$ cat src/rtl/axb_pkg.sv
package axb_pkg;
   typedef enum logic [1:0] {
      WK_IDLE  = 2'd0,
      WK_FETCH = 2'd1,
      WK_DONE  = 2'd2
   } walk_st_e;
endpackage

$ cat src/rtl/axb_entries.sv
module axb_entries #(
   parameter int N     = 16,
   parameter int VPN_W = 20,
   parameter int PPN_W = 18,
   localparam int IDX_W = $clog2(N)
) (
   input  logic             clk,
   input  logic             rst_n,
   input  logic             flush,
   input  logic [VPN_W-1:0] lk_vpn,
   output logic [N-1:0]     hit_vec,
   output logic             hit,
   output logic [PPN_W-1:0] hit_ppn,
   output logic             hit_wr,
   output logic             hit_dirty,
   output logic [N-1:0]     valid_vec,
   output logic [N-1:0]     ref_vec,
   input  logic             touch,
   input  logic             touch_store,
   input  logic [N-1:0]     ref_clr,
   input  logic             ins_en,
   input  logic [IDX_W-1:0] ins_idx,
   input  logic [VPN_W-1:0] ins_vpn,
   input  logic [PPN_W-1:0] ins_ppn,
   input  logic             ins_wr,
   input  logic             ins_dirty
);
   logic [N-1:0]     valid_q, ref_q, dirty_q, wr_q;
   logic [VPN_W-1:0] vpn_q [N];
   logic [PPN_W-1:0] ppn_q [N];

   for (genvar i = 0; i < N; i++) begin : g_cmp
      assign hit_vec[i] = valid_q[i] && (vpn_q[i] == lk_vpn);
   end

   always_comb begin
      hit_ppn   = '0;
      hit_wr    = 1'b0;
      hit_dirty = 1'b0;
      for (int i = 0; i < N; i++) begin
         if (hit_vec[i]) begin
            hit_ppn   = hit_ppn | ppn_q[i];
            hit_wr    = hit_wr | wr_q[i];
            hit_dirty = hit_dirty | dirty_q[i];
         end
      end
   end

   assign hit       = |hit_vec;
   assign valid_vec = valid_q;
   assign ref_vec   = ref_q;

   always_ff @(posedge clk or negedge rst_n) begin
      if (!rst_n) begin
         valid_q <= '0;
         ref_q   <= '0;
         dirty_q <= '0;
         wr_q    <= '0;
         for (int i = 0; i < N; i++) begin
            vpn_q[i] <= '0;
            ppn_q[i] <= '0;
         end
      end else begin
         for (int i = 0; i < N; i++) begin
            if (ref_clr[i]) ref_q[i] <= 1'b0;
            if (touch && hit_vec[i]) begin
               ref_q[i] <= 1'b1;
               if (touch_store && wr_q[i]) dirty_q[i] <= 1'b1;
            end
            if (ins_en && (ins_idx == IDX_W'(i))) begin
               valid_q[i] <= 1'b1;
               vpn_q[i]   <= ins_vpn;
               ppn_q[i]   <= ins_ppn;
               wr_q[i]    <= ins_wr;
               ref_q[i]   <= 1'b1;
               dirty_q[i] <= ins_dirty;
            end
            if (flush) valid_q[i] <= 1'b0;
         end
      end
   end
endmodule

$ cat src/rtl/axb_victim.sv
module axb_victim #(
   parameter int N = 16,
   localparam int IDX_W = $clog2(N),
   localparam bit POW2 = ((N & (N - 1)) == 0)
) (
   input  logic             clk,
   input  logic             rst_n,
   input  logic [N-1:0]     valid_vec,
   input  logic [N-1:0]     ref_vec,
   input  logic             install,
   output logic [IDX_W-1:0] victim,
   output logic [N-1:0]     ref_clr
);
   logic [IDX_W-1:0] ptr_q;
   logic [IDX_W-1:0] free_idx, clk_idx, idx;
   logic             free_found, clk_found;
   logic [N-1:0]     scan_mask;

   function automatic logic [IDX_W-1:0] wrap_add(input logic [IDX_W-1:0] a, input int k);
      logic [IDX_W:0] s;
      s = {1'b0, a} + (IDX_W+1)'(k);
      if (POW2)               return s[IDX_W-1:0];
      else if (s >= (IDX_W+1)'(N)) return IDX_W'(s - (IDX_W+1)'(N));
      else                    return s[IDX_W-1:0];
   endfunction

   always_comb begin
      free_found = 1'b0;
      free_idx   = '0;
      for (int i = 0; i < N; i++) begin
         if (!free_found && !valid_vec[i]) begin
            free_found = 1'b1;
            free_idx   = IDX_W'(i);
         end
      end
      clk_found = 1'b0;
      clk_idx   = ptr_q;
      scan_mask = '0;
      idx       = ptr_q;
      for (int k = 0; k < N; k++) begin
         idx = wrap_add(ptr_q, k);
         if (!clk_found) begin
            if (!ref_vec[idx]) begin
               clk_found = 1'b1;
               clk_idx   = idx;
            end else begin
               scan_mask[idx] = 1'b1;
            end
         end
      end
      victim  = free_found ? free_idx : clk_idx;
      ref_clr = (install && !free_found) ? scan_mask : '0;
   end

   always_ff @(posedge clk or negedge rst_n) begin
      if (!rst_n)                     ptr_q <= '0;
      else if (install && !free_found) ptr_q <= wrap_add(clk_idx, 1);
   end
endmodule

$ cat src/rtl/axb_walker.sv
module axb_walker
   import axb_pkg::*;
#(
   parameter int VA_W  = 32,
   parameter int OFF_W = 12,
   parameter int PPN_W = 18,
   parameter int MEM_W = 32,
   localparam int VPN_W = VA_W - OFF_W
) (
   input  logic             clk,
   input  logic             rst_n,
   input  logic             start,
   input  logic [VPN_W-1:0] start_vpn,
   input  logic [OFF_W-1:0] start_off,
   input  logic             start_store,
   input  logic [VA_W-1:0]  pt_base,
   output logic             mem_rd_req,
   output logic [VA_W-1:0]  mem_rd_addr,
   input  logic             mem_rd_valid,
   input  logic [MEM_W-1:0] mem_rd_data,
   output logic             busy,
   output logic             done,
   output logic             pte_ok,
   output logic             pte_wr,
   output logic [PPN_W-1:0] pte_ppn,
   output logic [VPN_W-1:0] vpn_q,
   output logic [OFF_W-1:0] off_q,
   output logic             store_q
);
   walk_st_e st_q;
   logic [MEM_W-1:0] unused_data;

   assign unused_data = mem_rd_data;

   always_ff @(posedge clk or negedge rst_n) begin
      if (!rst_n) begin
         st_q    <= WK_IDLE;
         vpn_q   <= '0;
         off_q   <= '0;
         store_q <= 1'b0;
         pte_ok  <= 1'b0;
         pte_wr  <= 1'b0;
         pte_ppn <= '0;
      end else begin
         case (st_q)
            WK_IDLE: if (start) begin
               vpn_q   <= start_vpn;
               off_q   <= start_off;
               store_q <= start_store;
               st_q    <= WK_FETCH;
            end
            WK_FETCH: if (mem_rd_valid) begin
               pte_ok  <= mem_rd_data[MEM_W-1];
               pte_wr  <= mem_rd_data[MEM_W-2];
               pte_ppn <= mem_rd_data[PPN_W-1:0];
               st_q    <= WK_DONE;
            end
            default: st_q <= WK_IDLE;
         endcase
      end
   end

   assign mem_rd_req  = (st_q == WK_FETCH);
   assign mem_rd_addr = pt_base + VA_W'({vpn_q, 2'b00});
   assign busy        = (st_q != WK_IDLE);
   assign done        = (st_q == WK_DONE);
endmodule

$ cat src/rtl/addr_xlate_buf.sv
module addr_xlate_buf #(
   parameter int ENTRIES    = 16,
   parameter int VA_W       = 32,
   parameter int PA_W       = 30,
   parameter int PAGE_OFF_W = 12,
   parameter int MEM_W      = 32,
   localparam int VPN_W = VA_W - PAGE_OFF_W,
   localparam int PPN_W = PA_W - PAGE_OFF_W,
   localparam int IDX_W = $clog2(ENTRIES)
) (
   input  logic            clk,
   input  logic            rst_n,
   input  logic            flush,
   input  logic            req_valid,
   output logic            req_ready,
   input  logic [VA_W-1:0] req_vaddr,
   input  logic            req_store,
   output logic            rsp_valid,
   output logic [PA_W-1:0] rsp_paddr,
   output logic            rsp_fault,
   output logic            rsp_dirty_set,
   input  logic [VA_W-1:0] pt_base,
   output logic            mem_rd_req,
   output logic [VA_W-1:0] mem_rd_addr,
   input  logic            mem_rd_valid,
   input  logic [MEM_W-1:0] mem_rd_data
);
   initial begin
      if (ENTRIES < 2)          $error("ENTRIES must be at least 2");
      if (PPN_W > MEM_W - 2)    $error("page number does not fit the page-table word");
      if (PA_W <= PAGE_OFF_W)   $error("physical address narrower than page offset");
   end

   logic [ENTRIES-1:0] hit_vec, valid_vec, ref_vec, ref_clr;
   logic               hit, hit_wr, hit_dirty;
   logic [PPN_W-1:0]   hit_ppn;
   logic               busy, done, pte_ok, pte_wr, store_q;
   logic [PPN_W-1:0]   pte_ppn;
   logic [VPN_W-1:0]   wk_vpn;
   logic [PAGE_OFF_W-1:0] wk_off;
   logic [IDX_W-1:0]   victim;
   logic               accept, hit_acc, miss_start, ins_en, ins_dirty;

   assign req_ready  = !busy;
   assign accept     = req_valid && req_ready;
   assign hit_acc    = accept && hit;
   assign miss_start = accept && !hit;
   assign ins_en     = done && pte_ok;
   assign ins_dirty  = store_q && pte_wr;

   axb_entries #(.N(ENTRIES), .VPN_W(VPN_W), .PPN_W(PPN_W)) u_entries (
      .clk, .rst_n, .flush,
      .lk_vpn(req_vaddr[VA_W-1:PAGE_OFF_W]),
      .hit_vec, .hit, .hit_ppn, .hit_wr, .hit_dirty,
      .valid_vec, .ref_vec,
      .touch(hit_acc), .touch_store(req_store), .ref_clr,
      .ins_en, .ins_idx(victim), .ins_vpn(wk_vpn), .ins_ppn(pte_ppn),
      .ins_wr(pte_wr), .ins_dirty
   );

   axb_victim #(.N(ENTRIES)) u_victim (
      .clk, .rst_n, .valid_vec, .ref_vec, .install(ins_en), .victim, .ref_clr
   );

   axb_walker #(.VA_W(VA_W), .OFF_W(PAGE_OFF_W), .PPN_W(PPN_W), .MEM_W(MEM_W)) u_walker (
      .clk, .rst_n, .start(miss_start),
      .start_vpn(req_vaddr[VA_W-1:PAGE_OFF_W]),
      .start_off(req_vaddr[PAGE_OFF_W-1:0]),
      .start_store(req_store), .pt_base,
      .mem_rd_req, .mem_rd_addr, .mem_rd_valid, .mem_rd_data,
      .busy, .done, .pte_ok, .pte_wr, .pte_ppn,
      .vpn_q(wk_vpn), .off_q(wk_off), .store_q
   );

   always_comb begin
      rsp_valid     = 1'b0;
      rsp_fault     = 1'b0;
      rsp_paddr     = '0;
      rsp_dirty_set = 1'b0;
      if (done) begin
         rsp_valid     = 1'b1;
         rsp_fault     = !pte_ok || (store_q && !pte_wr);
         rsp_paddr     = rsp_fault ? '0 : {pte_ppn, wk_off};
         rsp_dirty_set = !rsp_fault && store_q;
      end else if (hit_acc) begin
         rsp_valid     = 1'b1;
         rsp_fault     = req_store && !hit_wr;
         rsp_paddr     = rsp_fault ? '0 : {hit_ppn, req_vaddr[PAGE_OFF_W-1:0]};
         rsp_dirty_set = req_store && hit_wr && !hit_dirty;
      end
   end
endmodule

$ cat config.mk
export PLATFORM = sky130hd
export DESIGN_NAME = addr_xlate_buf
export DESIGN_NICKNAME = d
export VERILOG_FILES = /design/src/rtl/axb_pkg.sv /design/src/rtl/axb_entries.sv /design/src/rtl/axb_victim.sv /design/src/rtl/axb_walker.sv /design/src/rtl/addr_xlate_buf.sv
export SDC_FILE = /design/constraint.sdc
export NUM_CORES = 1
export LEC_CHECK = 0
export BUFFER_PORTS_ARGS = -buffer_cell sky130_fd_sc_hd__buf_2
export CAP_MARGIN = 20
export CORE_MARGIN = 5
export CORE_UTILIZATION = 50
export DETAILED_ROUTE_END_ITERATION = 10
export GPL_TIMING_DRIVEN = 0
export PLACE_DENSITY_LB_ADDON = 0.12
export SYNTH_ARGS = -nofsm -noshare
export SYNTH_HDL_FRONTEND = slang
export SYNTH_HIERARCHICAL = 1
export SYNTH_SLANG_ARGS = --single-unit
$ cat constraint.sdc
create_clock -name clk -period 9.1 [get_ports clk]
set_clock_uncertainty 0.1 [all_clocks]
set_input_delay 1.82 -clock clk [delete_from_list [all_inputs] [get_ports clk]]
set_output_delay 1.82 -clock clk [all_outputs]
set_load 0.02 [all_outputs]
# Word level (Yosys, flattened, before mapping)
# Index checks and enable logic that the tools add are counted.
[classes]
add_sub_neg = 17
order_cmp = 32
n_eq_ne = 35
muxes = 376
bitwise = 60
n_reduce_logical = 231
[op_table]
columns = ["operator", "count"]
rows = [
  ["16-bit 2-to-1 mux", 32],
  ["20-bit == test", 16],
  ["18-bit 2-to-1 mux", 16],
  ["18-bit OR", 15],
  ["1-bit 2-to-1 mux", 244],
  ["16-bit OR", 15],
  ["4-bit 2-to-1 mux", 44],
  ["30-bit 2-to-1 mux", 4],
  ["1-bit logical AND", 106],
  ["2-bit nonzero test", 49],
  ["4-bit by 5-bit less-than comparator with 1-bit output (second input constant)", 16],
  ["1-bit binary-select mux with 4-bit select", 16],
  ["1-bit demux with 4-bit select", 16],
  ["4-bit by 1-bit greater-or-equal comparator with 1-bit output (second input constant)", 16],
  ["3-bit nonzero test", 16],
  ["2-bit AND reduction", 19],
  ["1-bit logical NOT", 37],
  ["32-bit by 22-bit adder with 32-bit output", 1],
  ["4-bit adder (second input constant)", 8],
  ["4-bit == test (second input constant)", 8],
  ["1-bit OR", 30],
  ["4-bit by 3-bit adder with 4-bit output (second input constant)", 4],
  ["4-bit by 3-bit == test with 1-bit output (second input constant)", 4],
  ["16-bit OR reduction", 1],
  ["other kinds (13)", 18],
]
[totals]
register_bits = 731
in_bits = 102
elab_cells = 855

# Logic depth before layout (Yosys ltp)
[depth]
word_depth = 54
ltp_mapped = 25
depth_no_buf = 17

# Cells and area by module
# The synthesis kept the hierarchy.
[by_module_without_submodules]
columns = ["mod", "n_inst", "cells_each", "area_each_um2", "seq_area_each_um2"]
rows = [
  ["axb_entries", 1, 2556, 32190.9, 16816.1],
  ["axb_victim", 1, 798, 5222.5, 100.1],
  ["axb_walker", 1, 319, 3499.6, 1376.3],
  ["addr_xlate_buf", 1, 54, 440.4, 0.0],
]

# Least setup slack after synthesis
# No wires, ideal clock.
[synth_path]
path_kind = "input port to output port"
from = "input port req_vaddr[21]"
to = "output port rsp_dirty_set"
t_arrival_ps = 4154
required_ps = 7180
path_slack_ps = 3026
path_stages = 11
path_buffers = 3
path_cell_list = "buf_4 -> buf_6 -> xnor2_1 -> nand4_1 -> nor4_2 -> buf_4 -> and2_2 -> nor4_1 -> nand4_1 -> nand3b_4 -> o41ai_1"
[synth_via]
word_cells_on_any_way = 101
cone_classes = "16 x eq/ne; 34 x mux; 30 x bitwise; 21 x reduce/logical"
[synth_rtl]
columns = ["element", "line", "rtl"]
rows = [
  ["from (decl)", "addr_xlate_buf.sv:16", "input logic [VA_W-1:0] req_vaddr,"],
  ["20-bit == test", "axb_entries.sv:33", "assign hit_vec[i] = valid_q[i] && (vpn_q[i] == lk_vpn);"],
  ["1-bit logical AND", "axb_entries.sv:33", ""],
  ["named net hit_vec[9]", "addr_xlate_buf.sv:34", "logic [ENTRIES-1:0] hit_vec, valid_vec, ref_vec, ref_clr;"],
  ["16-bit OR reduction", "axb_entries.sv:49", "assign hit = |hit_vec;"],
  ["named net hit", "addr_xlate_buf.sv:35", "logic hit, hit_wr, hit_dirty;"],
  ["1-bit logical AND", "addr_xlate_buf.sv:46", "assign hit_acc = accept && hit;"],
  ["1-bit 2-to-1 mux", "addr_xlate_buf.sv:85", "end else if (hit_acc) begin"],
  ["1-bit 2-to-1 mux", "addr_xlate_buf.sv:80", "if (done) begin"],
  ["to (decl)", "addr_xlate_buf.sv:21", "output logic rsp_dirty_set,"],
]
# The timed path passes the listed nets, and every way through them passes these cells.

# Worst setup path in the final report
[layout_path]
from = "register u_victim.ptr_q[1]"
to = "register u_entries/ppn_q[50] (netlist name)"
[layout_via]
elab_chain_cells = 36
word_cells_on_any_way = 109
cone_classes = "15 x add/sub; 1 x eq/ne; 92 x mux; 1 x reduce/logical"
[layout_rtl]
columns = ["element", "line", "rtl"]
rows = [
  ["from (decl)", "axb_victim.sv:14", "logic [IDX_W-1:0] ptr_q;"],
  ["from (signal assigned)", "axb_victim.sv:57", "else if (install && !free_found) ptr_q <= wrap_add(clk_idx, 1);"],
  ["4-bit by 1-bit adder with 4-bit output", "axb_victim.sv:21", "s = {1'b0, a} + (IDX_W+1)'(k);"],
  ["1-bit binary-select mux with 4-bit select", "axb_victim.sv:43", "if (!ref_vec[idx]) begin"],
  ["1-bit 2-to-1 mux (not written as such)", "axb_victim.sv:43", ""],
  ["4-bit 2-to-1 mux", "axb_victim.sv:43", ""],
  ["4-bit 2-to-1 mux", "axb_victim.sv:42", "if (!clk_found) begin"],
  ["4-bit 2-to-1 mux", "axb_victim.sv:43", ""],
  ["4-bit 2-to-1 mux", "axb_victim.sv:42", ""],
  ["4-bit 2-to-1 mux", "axb_victim.sv:43", ""],
  ["[... 21 more ...]", "n/a", ""],
  ["4-bit 2-to-1 mux", "axb_victim.sv:43", ""],
  ["4-bit 2-to-1 mux", "axb_victim.sv:42", ""],
  ["4-bit 2-to-1 mux", "axb_victim.sv:43", ""],
  ["4-bit 2-to-1 mux (*)", "axb_victim.sv:42", ""],
  ["4-bit 2-to-1 mux (*)", "axb_victim.sv:51", "victim = free_found ? free_idx : clk_idx;"],
  ["named net victim[2]", "addr_xlate_buf.sv:41", "logic [IDX_W-1:0] victim;"],
  ["4-bit == test (*)", "axb_entries.sv:70", "if (ins_en && (ins_idx == IDX_W'(i))) begin"],
  ["1-bit logical AND (*)", "axb_entries.sv:70", ""],
  ["to (signal, indexed assignment)", "axb_entries.sv:73", "ppn_q[i] <= ins_ppn;"],
  ["to (decl)", "axb_entries.sv:30", "logic [PPN_W-1:0] ppn_q [N];"],
]
# The timed path passes the listed nets; every way through them passes the cells marked *. The select of a mux whose other input is x is not followed.
# A chain may end at the register's enable or synchronous reset.

==> metrics.md <==
| Metric | Value |
|---|---|
| Status | `finished clean` |
| Synthesized netlist net count | `between 3000 and 4000` |
| Hold_buf cts | `0` |
| Hold crit path type | `reg -> reg` |
| Number of buffers added on ports | `roughly 150` |
| Reg2reg path depth | `20` |
| DR iter-0 viols | `3915` |
| Number of flops mapped to enable cells by yosys | `0` |
| WL per Instance | `30.3 µm` |
| Initial Utilization | `around half` |
| CP Max Fanout | `14` |
| Die area | `a little under 90000 µm²` |
| Routed Antenna Nets | `0` |
| Warnings from Yosys | `6` |
| Chip Height | `about 300 µm` |
| Clock buffer count from CTS | `79` |
| Clock Sinks | `731` |
| Global-route wire length before repair | `approximately 220000 µm` |
| Worst slew margin | `between 10% and 20%` |
| # rows | `between 100 and 150` |
| Final weighted congestion in routability-driven placement | `1.00` |
| RR Endpoint | `u_entries/ppn_q[50]` |
| CTS max path bufs | `3` |
| Core area | `82100 µm²` |
| R2r setup slk | `a little over 0.2 ns` |
| Post-DP HPWL | `110000 µm` |
| Post-CTS setup buffers | `0` |
| CP startpoint kind | `flop` |
| Leak | `20.6 nW` |
| Critical path class | `reg -> reg` |
| Ports | `approximately 170` |
| Diodes inserted | `0` |
| Pre-antenna DRT Iters | `8` |
| Hold_sp | `u_entries/ppn_q[201]` |
| Worst skew pair latency | `~0.65 ns` |
| Endpoints failing setup | `0` |
| #FFs+latches synth | `~730` |
| Power per cell area | `approximately 210 nW/µm²` |
| Asr flop ratio synth | `100%` |
| Die X | `298 µm` |
| Sum Neg Setup Slack | `0 ns` |
| Ys flop type | `dfrtp_1` |
| Total number of vias | `between 30000 and 40000` |
| Largest net degree at the start of global routing | `around 120` |
| Final WS setup | `between 0.2 and 0.25 ns` |
| Vias in the first global route | `~33000` |
| Syn-to-layout area delta | `12.2%` |
| Root Buffer | `clkbuf_16` |
| Final Hold Fails | `0` |
| Max Transition Viols Final | `0` |
| H-tree depth | `3` |
| Cells after synthesis | `3727` |
| Worst Path Arrival | `9.30 ns` |
| Area of the mapped netlist | `around 41000 µm²` |
| Post-route insts no fill | `slightly above 5000` |
| Initial antenna violation count | `2` |
| Max_cap viols | `0` |
| Synth unique cells | `approximately 100` |
| Reg-to-reg startpoint | `u_victim/ptr_q[1]` |
| DRC viols | `0` |
| Grt total ovfl | `0` |
| Worst Max-Slew Pin Slew | `1.25 ns` |
| Layout cells sized above 1 | `a little under a third` |
| Mean Syn Cell Area | `between 10 and 15 µm²` |
| Critical path capture point type | `flop` |
| Total detailed-routing wirelength | `155000 µm` |
| Fin crit share | `between 90% and 100%` |
| Req. time, crit path | `~9.5 ns` |
| Clk pin slew, worst setup/hold paths | `around 0.06 ns` |
| Hold WS | `0.406 ns` |
| Global Route Usage Sum | `between 30% and 40%` |
| Hold endpoint | `u_entries/ppn_q[201]` |
| Register area share after synthesis | `between 40 and 50%` |
| Placed cells | `between 4000 and 5000` |
| Routed vias/inst | `6.56` |
| CTS tree | `done` |
| RSZ-0062 raised after global routing | `no` |
| Filler Cells Inserted | `7254` |
| Maximum VDD drop | `roughly 0.22 mV` |
| Total Nets Final | `about 4000` |
| Hold path depth | `1` |
| Fmax | `112 MHz` |
| Post-CTS Resized | `0` |
| DP Worst Slack | `approximately 0.70 ns` |
| Min Tclk post-route | `just under 9 ns` |
## registers in the layout, summed over array words and instances, names as in the netlist
name                 flops
u_entries/vpn_q        320
u_entries/ppn_q        288
u_walker/vpn_q          20
u_walker/pte_ppn        18
u_entries/dirty_q       16
u_entries/ref_vec       16
u_entries/valid_vec     16
u_entries/wr_q          16
u_walker/off_q          12
u_victim/ptr_q           4
u_walker/st_q            2
u_walker/pte_ok          1
u_walker/pte_wr          1
u_walker/store_q         1
## cell usage after synthesis (all sizes together), types with 6 or more instances
master | number | area (µm²)
nand2b | 16 | 100
nand3 | 251 | 1350
a22oi | 19 | 148
nor2 | 124 | 465
buf | 158 | 1240
a21o | 9 | 68.8
nor4 | 45 | 397
a31oi | 37 | 231
mux2 | 678 | 7640
ha | 35 | 438
mux4 | 22 | 514
a21oi | 110 | 569
nand2 | 186 | 711
nor3 | 35 | 208
nor2b | 18 | 133
o211ai | 11 | 92.6
a211oi | 10 | 85.1
a221oi | 11 | 96.3
a221o | 10 | 100
or2 | 6 | 37.5
inv | 59 | 224
o21ai | 110 | 551
o2111ai | 20 | 175
xor2 | 70 | 628
xnor2 | 277 | 2460
and2 | 31 | 215
a31o | 6 | 52.6
or3 | 6 | 43.8
clkbuf | 156 | 586
mux2i | 24 | 260
o22ai | 40 | 250
a22o | 41 | 359
a222oi | 6 | 60.1
or4 | 24 | 184
nand4 | 228 | 1430
and3 | 24 | 198
a21boi | 13 | 97.6
dfrtp | 731 | 18300
a32oi | 11 | 96.3
## cell usage in the layout, fill, tap and decap left out, types with 53 or more instances in the layout
cell       synthesis  final
buf_2             66    220
xnor2_1          272    272
nor2_1           124    124
a21oi_1          107    107
inv_1             53     53
mux2_2           677    677
clkbuf_1         156    176
buf_6             53     56
xor2_1            68     68
dfrtp_1          731    731
o21ai_0           93     93
nand3_1          232    232
nand2_1          181    181
nand4_1          228    228
clkbuf_16          0     79
## metal layers
metal,up-vias,routed length (µm),global-route usage [%]
li1,14200,-,-
met1,17100,64300,46.9
met2,1748,69100,51.9
met3,424,13300,6.53
met4,2,8240,15.0
met5,-,11,0
## worst max-delay path, cell delays in order, from the launching register on
cell,delay [ns]
dfrtp_1,0.50
buf_2,0.25
buf_4,0.23
clkinv_1,0.45
ha_1,0.52
buf_2,0.31
mux4_1,0.52
mux2i_1,0.24
mux2i_4,0.29
nand3_1,0.23
nor4_4,0.84
nand3_1,0.52
nor3_1,0.33
a221oi_1,0.09
nand2_1,0.29
nor2_1,0.10
nor3_1,0.44
nand3_1,0.25
nor2_1,0.98
clkbuf_1,0.84
mux2_2,0.43
## cell families (layout without fill, tap and decap cells)
family | after synthesis | in the layout | share of synthesized area, %
flip-flops | 731 | 731 | 44.2
multiplexers | 724 | 724 | 20.3
XOR/XNOR | 347 | 347 | 7.48
AND/OR/NAND/NOR | 1003 | 1003 | 13.4
AO/OA/AOI/OAI | 512 | 512 | 8.44
adder cells (fa/ha/maj) | 36 | 36 | 1.11
buffers and inverters | 374 | 684 | 4.98
## power breakdown
part | total (mW) | switching (mW) | internal [mW]
sequential | 3.99 | 0.483 | 3.51
clock | 3.34 | 1.39 | 1.94
combinational | 2.29 | 1.46 | 0.835
## per-stage QoR
| step | total power [mW] | util, % | cell area (µm²) |
|---|---|---|---|
| after global placement | 6.28 | 52.9 | 43500 |
| after detailed placement | 6.30 | 53.2 | 43700 |
| after floorplan | 5.24 | - | 41400 |
| after global routing | 9.95 | 56.5 | 46400 |
| after CTS | 9.63 | 56.5 | 46400 |
| final | 9.62 | 56.5 | 46400 |
## how the worst max path moves through the flow
stage / from / endpoint / slack [ns] / depth (start not counted)
after detailed placement: u_victim/ptr_q[1] / u_entries/ppn_q[47] / 0.70 / 20
after global placement: rst_n / u_entries/vpn_q[284] / -10.29 / 1
final: u_victim/ptr_q[1] / u_entries/ppn_q[50] / 0.21 / 20
after CTS: u_victim/ptr_q[1] / u_entries/ppn_q[50] / 0.63 / 20
after global routing: u_victim/ptr_q[1] / u_entries/ppn_q[50] / 0.15 / 20
after floorplan: req_vaddr[21] / rsp_dirty_set / 3.03 / 11
## cell type report
| type | count | area [µm²] | share of cell area [%] |
|---|---|---|---|
| Sequential cell | 731 | 18300 | 39.4 |
| Timing Repair Buffer | 168 | 1030 | 2.22 |
| Clock inverter | 25 | 388 | 0.836 |
| Multi-Input combinational cell | 2622 | 21000 | 45.3 |
| Clock buffer | 117 | 2300 | 4.96 |
| Buffer | 314 | 1830 | 3.94 |
| Inverter | 60 | 228 | 0.491 |
| Tap cell | 1070 | 1340 | 2.88 |
No activity file was read; power rests on OpenSTA's default activity.
